[config.mk]
export PLATFORM = sky130hd
export DESIGN_NAME = rds_blkbuf
export DESIGN_NICKNAME = d
export VERILOG_FILES = /design/src/rtl/rds_blkbuf_pkg.sv /design/src/rtl/rds_seq_sync.sv /design/src/rtl/rds_blk_regs.sv /design/src/rtl/rds_blkbuf.sv
export SDC_FILE = /design/constraint.sdc
export NUM_CORES = 1
export LEC_CHECK = 0
export ABC_AREA = 1
export ABC_CLOCK_PERIOD_IN_PS = 1300
export BUFFER_PORTS_ARGS = -buffer_cell sky130_fd_sc_hd__clkbuf_2
export CAP_MARGIN = 20
export CORE_AREA = 4 4 93 95
export CTS_BUF_LIST = sky130_fd_sc_hd__clkbuf_16
export CTS_CLUSTER_DIAMETER = 40
export CTS_CLUSTER_SIZE = 40
export DETAILED_ROUTE_END_ITERATION = 7
export DIE_AREA = 0 0 97 99
export SETUP_SLACK_MARGIN = 0.02
export SYNTH_ARGS = -nofsm -noshare
export SYNTH_HDL_FRONTEND = slang
export SYNTH_HIERARCHICAL = 1
export SYNTH_SLANG_ARGS = --single-unit
export TNS_END_PERCENT = 5
[constraint.sdc]
create_clock -name clk -period 1.3 [get_ports clk]
set_input_delay 0.26 -clock clk [delete_from_list [all_inputs] [get_ports clk]]
set_output_delay 0.26 -clock clk [all_outputs]
set_load 0.02 [all_outputs]
[src/rtl/rds_blkbuf_pkg.sv]
package rds_blkbuf_pkg;
  typedef enum logic [2:0] {
    OFS_A  = 3'd0,
    OFS_B  = 3'd1,
    OFS_C  = 3'd2,
    OFS_CP = 3'd3,
    OFS_D  = 3'd4
  } ofs_e;

  localparam int OFS_W = 3;
  localparam int SEL_W = 2;
  localparam logic [SEL_W-1:0] SEL_FLAGS = 2'd0;
  localparam logic [SEL_W-1:0] SEL_LAST  = 2'd1;
  localparam logic [SEL_W-1:0] SEL_PREV  = 2'd2;

  function automatic logic ofs_valid(input logic [OFS_W-1:0] o);
    return o <= OFS_D;
  endfunction

  function automatic logic ofs_follows(input logic [OFS_W-1:0] p,
                                       input logic [OFS_W-1:0] c);
    logic r;
    case (p)
      OFS_A:         r = (c == OFS_B);
      OFS_B:         r = (c == OFS_C) || (c == OFS_CP);
      OFS_C, OFS_CP: r = (c == OFS_D);
      OFS_D:         r = (c == OFS_A);
      default:       r = 1'b0;
    endcase
    return r;
  endfunction

  function automatic logic ofs_has_pi(input logic [OFS_W-1:0] o);
    return (o == OFS_A) || (o == OFS_CP);
  endfunction
endpackage

[src/rtl/rds_seq_sync.sv]
module rds_seq_sync
  import rds_blkbuf_pkg::*;
(
  input  logic             clk,
  input  logic             rst_n,
  input  logic             stb,
  input  logic [OFS_W-1:0] ofs,
  input  logic             good,
  output logic             sync_q,
  output logic             sync_evt
);
  logic             pv_q;
  logic [OFS_W-1:0] po_q;
  logic             good_eff;

  assign good_eff = good && ofs_valid(ofs);
  assign sync_evt = stb && good_eff && !sync_q && pv_q && ofs_follows(po_q, ofs);

  always_ff @(posedge clk or negedge rst_n) begin
    if (!rst_n) begin
      pv_q   <= 1'b0;
      po_q   <= '0;
      sync_q <= 1'b0;
    end else begin
      if (stb) begin
        pv_q <= good_eff;
        if (good_eff) po_q <= ofs;
      end
      if (sync_evt) sync_q <= 1'b1;
    end
  end

  assert_sync_set_R2: assert property (@(posedge clk) disable iff (!rst_n)
    sync_evt |=> sync_q);
  assert_sync_sticky_R3: assert property (@(posedge clk) disable iff (!rst_n)
    !$fell(sync_q));
endmodule

[src/rtl/rds_blk_regs.sv]
module rds_blk_regs
  import rds_blkbuf_pkg::*;
#(
  parameter int DW = 16
) (
  input  logic             clk,
  input  logic             rst_n,
  input  logic             stb,
  input  logic [OFS_W-1:0] ofs,
  input  logic             good,
  input  logic [DW-1:0]    data,
  input  logic             sync_q,
  input  logic             fast_pi,
  input  logic             rd_last,
  output logic [DW-1:0]    last_q,
  output logic [DW-1:0]    prev_q,
  output logic             dav_q,
  output logic             ovf_q,
  output logic             load
);
  logic pass_gate;

  assign pass_gate = sync_q || !fast_pi || ofs_has_pi(ofs);
  assign load      = stb && good && ofs_valid(ofs) && pass_gate && !rd_last;

  always_ff @(posedge clk or negedge rst_n) begin
    if (!rst_n) begin
      last_q <= '0;
      prev_q <= '0;
      dav_q  <= 1'b0;
      ovf_q  <= 1'b0;
    end else begin
      if (load) begin
        prev_q <= last_q;
        last_q <= data;
        dav_q  <= 1'b1;
        if (dav_q) ovf_q <= 1'b1;
      end else if (rd_last) begin
        dav_q <= 1'b0;
        ovf_q <= 1'b0;
      end
    end
  end

  assert_pi_gate_R4: assert property (@(posedge clk) disable iff (!rst_n)
    ($rose(dav_q) && $past(fast_pi && !sync_q)) |-> $past(ofs_has_pi(ofs)));
  assert_shift_R6: assert property (@(posedge clk) disable iff (!rst_n)
    load |=> (prev_q == $past(last_q)));
  assert_ovf_has_dav_R7: assert property (@(posedge clk) disable iff (!rst_n)
    ovf_q |-> dav_q);
  assert_read_clears_R8: assert property (@(posedge clk) disable iff (!rst_n)
    rd_last |=> (!dav_q && !ovf_q));
endmodule

[src/rtl/rds_blkbuf.sv]
module rds_blkbuf
  import rds_blkbuf_pkg::*;
#(
  parameter int DW = 16
) (
  input  logic             clk,
  input  logic             rst_n,
  input  logic             fast_pi,
  input  logic             blk_stb,
  input  logic [OFS_W-1:0] blk_ofs,
  input  logic             blk_good,
  input  logic [DW-1:0]    blk_data,
  input  logic             rd_en,
  input  logic [SEL_W-1:0] rd_sel,
  output logic [DW-1:0]    rd_data,
  output logic             dav,
  output logic             dav_n,
  output logic             ovf,
  output logic             sync,
  output logic             irq
);
  localparam int FLAG_N = 4;

  logic          sync_evt, load, rd_last, rd_flags, irq_q;
  logic [DW-1:0] last_q, prev_q;

  assign rd_last  = rd_en && (rd_sel == SEL_LAST);
  assign rd_flags = rd_en && (rd_sel == SEL_FLAGS);

  rds_seq_sync u_sync (
    .clk(clk), .rst_n(rst_n), .stb(blk_stb), .ofs(blk_ofs), .good(blk_good),
    .sync_q(sync), .sync_evt(sync_evt)
  );

  rds_blk_regs #(.DW(DW)) u_regs (
    .clk(clk), .rst_n(rst_n), .stb(blk_stb), .ofs(blk_ofs), .good(blk_good),
    .data(blk_data), .sync_q(sync), .fast_pi(fast_pi), .rd_last(rd_last),
    .last_q(last_q), .prev_q(prev_q), .dav_q(dav), .ovf_q(ovf), .load(load)
  );

  always_ff @(posedge clk or negedge rst_n) begin
    if (!rst_n)                irq_q <= 1'b0;
    else if (sync_evt || load) irq_q <= 1'b1;
    else if (rd_flags)         irq_q <= 1'b0;
  end

  assign irq   = irq_q;
  assign dav_n = !dav;

  always_comb begin
    case (rd_sel)
      SEL_FLAGS: rd_data = {{(DW-FLAG_N){1'b0}}, irq_q, sync, ovf, dav};
      SEL_LAST:  rd_data = last_q;
      SEL_PREV:  rd_data = prev_q;
      default:   rd_data = '0;
    endcase
  end

  assert_irq_on_sync_R3: assert property (@(posedge clk) disable iff (!rst_n)
    sync_evt |=> irq);
  assert_irq_on_load_R9: assert property (@(posedge clk) disable iff (!rst_n)
    load |=> irq);
  assert_flagread_keeps_R9: assert property (@(posedge clk) disable iff (!rst_n)
    (rd_flags && !blk_stb) |=> ($stable(dav) && $stable(ovf)));
endmodule

==> results.cfg <==
[run_status]
outcome = finished, violations left
violations = setup timing

[global_route]
use_met3_pct = 3.40
grt_util_met1_pct = 15.6
top_usage_layer = met2
grt_pass1_wl_microns = 9090
grt_pass1_vias = 1876
antenna_found_initial = 0
grt_max_degree = 41
track_usage_pct = 11.4
use_met2_pct = 17.9
grt_overflow = 0

[cts]
cts_sinks = 40
root_buffer = clkbuf_16
cts.clk_slew.worst_paths_ps = 60
clk_latency_ps = 280
h-tree-depth = 2
cts_max_path_buffers = 2
cts_buffers = 5
cts_tree = yes

[power_and_ir_drop]
ir_worst_vdd_uv = 456
powerDensity_mw_per_mm2 = 1280
leakage_nw = 1.53
design_power_total_mw = 3.69

[floorplanning]
dieArea_sq_mm = 0.00960
io_pins = 48
fp.dieH_microns = 99
rows = 32
core_area_sq_mm = 0.00773
die_w_microns = 97
start_util_pct = 27.6

[place]
place_inst = 422
gp_congestion = 0.868
dpl_cell_area_sq_mm = 0.00262
dp_hpwl_microns = 4050
io_buffer_count = 47

[sta]
final.min_clock_period_ps = 1320
clock.fmax_mhz = 758
finalMaxSlewViolations = 0
tightest_slew_ps = 245
finClkSkew_ps = 7.21
setup_violations = 1
hold_violations = 0
whs_ps = 210
relSlewSlack_pct = 83.6
rsz0062_at_grt = yes
fin_crit_sh_pct = 101
setup_slack_ps = -18.9

[route]
vias = 1925
drtIter0Drc = 52
routed_wirelength_microns = 5280
ant_nets = 0
wire_per_inst_microns = 12.2
first_pass_iters = 6
drc = 0
vias_per_cell = 4.45

[yosys]
synth_seq_cells = 40
yosysTopAreaCellShare_pct = 47.0
yosys_warnings = 6
netlist_instances = 265
ys_types = 21
syn_area_sq_mm = 0.00213
yosys.area.top_type = dfrtp_1
synth_nets = 292
syn_avg_cell_area_sq_um = 8.04
ys_top_cells_by_area = dfrtp_1, nand2_1, nand4_1, nand2_2, nand3_1
ys_seq_area_share_pct = 47.0

[layout]
areaGrowthSynthToFinish_pct = 35.6
final_nets = 357
fin_cells = 433
fin_area_sq_mm = 0.00289
diodes = 0
num-fill-cells = 803
drive_gt1_share_pct = 37.5
layout_commonest_cell = nand2_1
layout_common_cells = nand2_1, dfrtp_1, nand4_1

[run]
maxCapViolCount = 0

[worst_setup_path]
path_max_fanout = 3
reg2reg_slack_ps = 70
crit_path_end_kind = primary output
cp.required_ps = 1040
critPathArrivalTime_ps = 1060
crit_path_start_kind = flop
critical_path_class = flop to primary output

[worst_hold_path]
hold_path.class = primary input to flop
per-layer routing:
layer	routed length (microns)	vias up
li1	-	998
met1	2480	896
met2	2560	29
met3	224	2
met4	19	0
met5	0	-
cells in the mapped netlist:
cell / instances
nand2_2: 18
clkbuf_1: 3
nor2_1: 6
nor2_4: 3
nand2_1: 108
buf_4: 6
o21ai_0: 6
o21ai_1: 1
nor2_2: 1
inv_2: 7
nand3_1: 14
nor2_8: 1
a21oi_4: 1
dfrtp_1: 40
buf_2: 3
nand4_1: 32
and3_1: 1
a21oi_1: 1
nand3_4: 2
inv_1: 8
buf_6: 3
critical path, stage by stage, from the launching register on:
cell and delay, ps:
dfrtp_2 400, buf_6 130, nand2_4 50, nand3_2 60, buf_8 130
power by group:
group,leakage (nW),switching (mW),internal (mW)
sequential,0.499,0.189,1.49
clock,0.0687,0.453,0.696
combinational,0.958,0.483,0.377
total,1.53,1.12,2.56
metrics by stage:
step | worst slack (ps) | utilization, % | setup TNS (ps)
floorplan | 52.4 | - | 0
global placement | -53.8 | 33.8 | -520
detailed placement | -73.8 | 33.8 | -920
CTS | -41.3 | 36.7 | -41.3
global route | -60.1 | 37.4 | -163
finish | -18.9 | 37.4 | -18.9
cell families (layout without fill, tap and decap cells):
family / after synthesis / after routing / synth area share (%)
AOI/OAI and AO/OA: 9 / 9 / 2.64
buffers and inverters: 30 / 96 / 7.57
DFF: 40 / 40 / 47.0
and+or+nand+nor: 186 / 186 / 42.8
repair_timing:
item / 4_1_cts / 5_1_grt
hold buffers: 1 / 0
setup buffers: 2 / 0
setup endpoints to repair: 14 / 49
resized for setup: 13 / 38
pin swaps: 0 / 7
cloned: 0 / 0
endpoints found under the hold margin: 40 / 0
registers in the layout, summed over array words and instances, names as in the netlist:
register       count
u_sync/sync_q      1
u_regs/dav_q       1
irq                1
u_sync/po_q        3
u_regs/prev_q     16
u_sync/pv_q        1
u_regs/last_q     16
u_regs/ovf_q       1
area by class of cell:
cell class | instances | area (sq um) | area share, %
sequential | 40 | 1000 | 34.7
multi-input combinational | 195 | 1010 | 34.9
clock buffer | 5 | 125 | 4.33
tap | 102 | 128 | 4.42
clock inverter | 3 | 15.0 | 0.519
timing repair buffer | 73 | 556 | 19.2
inverter | 15 | 56.3 | 1.95
worst paths after layout:
kind | startpoint | to | cells after the start
max | u_sync/sync_q | rd_data[2] | 4
min | blk_stb | u_sync/pv_q | 2
max reg2reg | u_sync/sync_q | u_regs/last_q[6] | 7
min reg2reg | u_regs/prev_q[7] | u_regs/prev_q[7] | 2
max in group asynchronous | rst_n | u_sync/sync_q | 3
min in group asynchronous | rst_n | u_regs/prev_q[0] | 3
(Power assumes the default switching activity.)
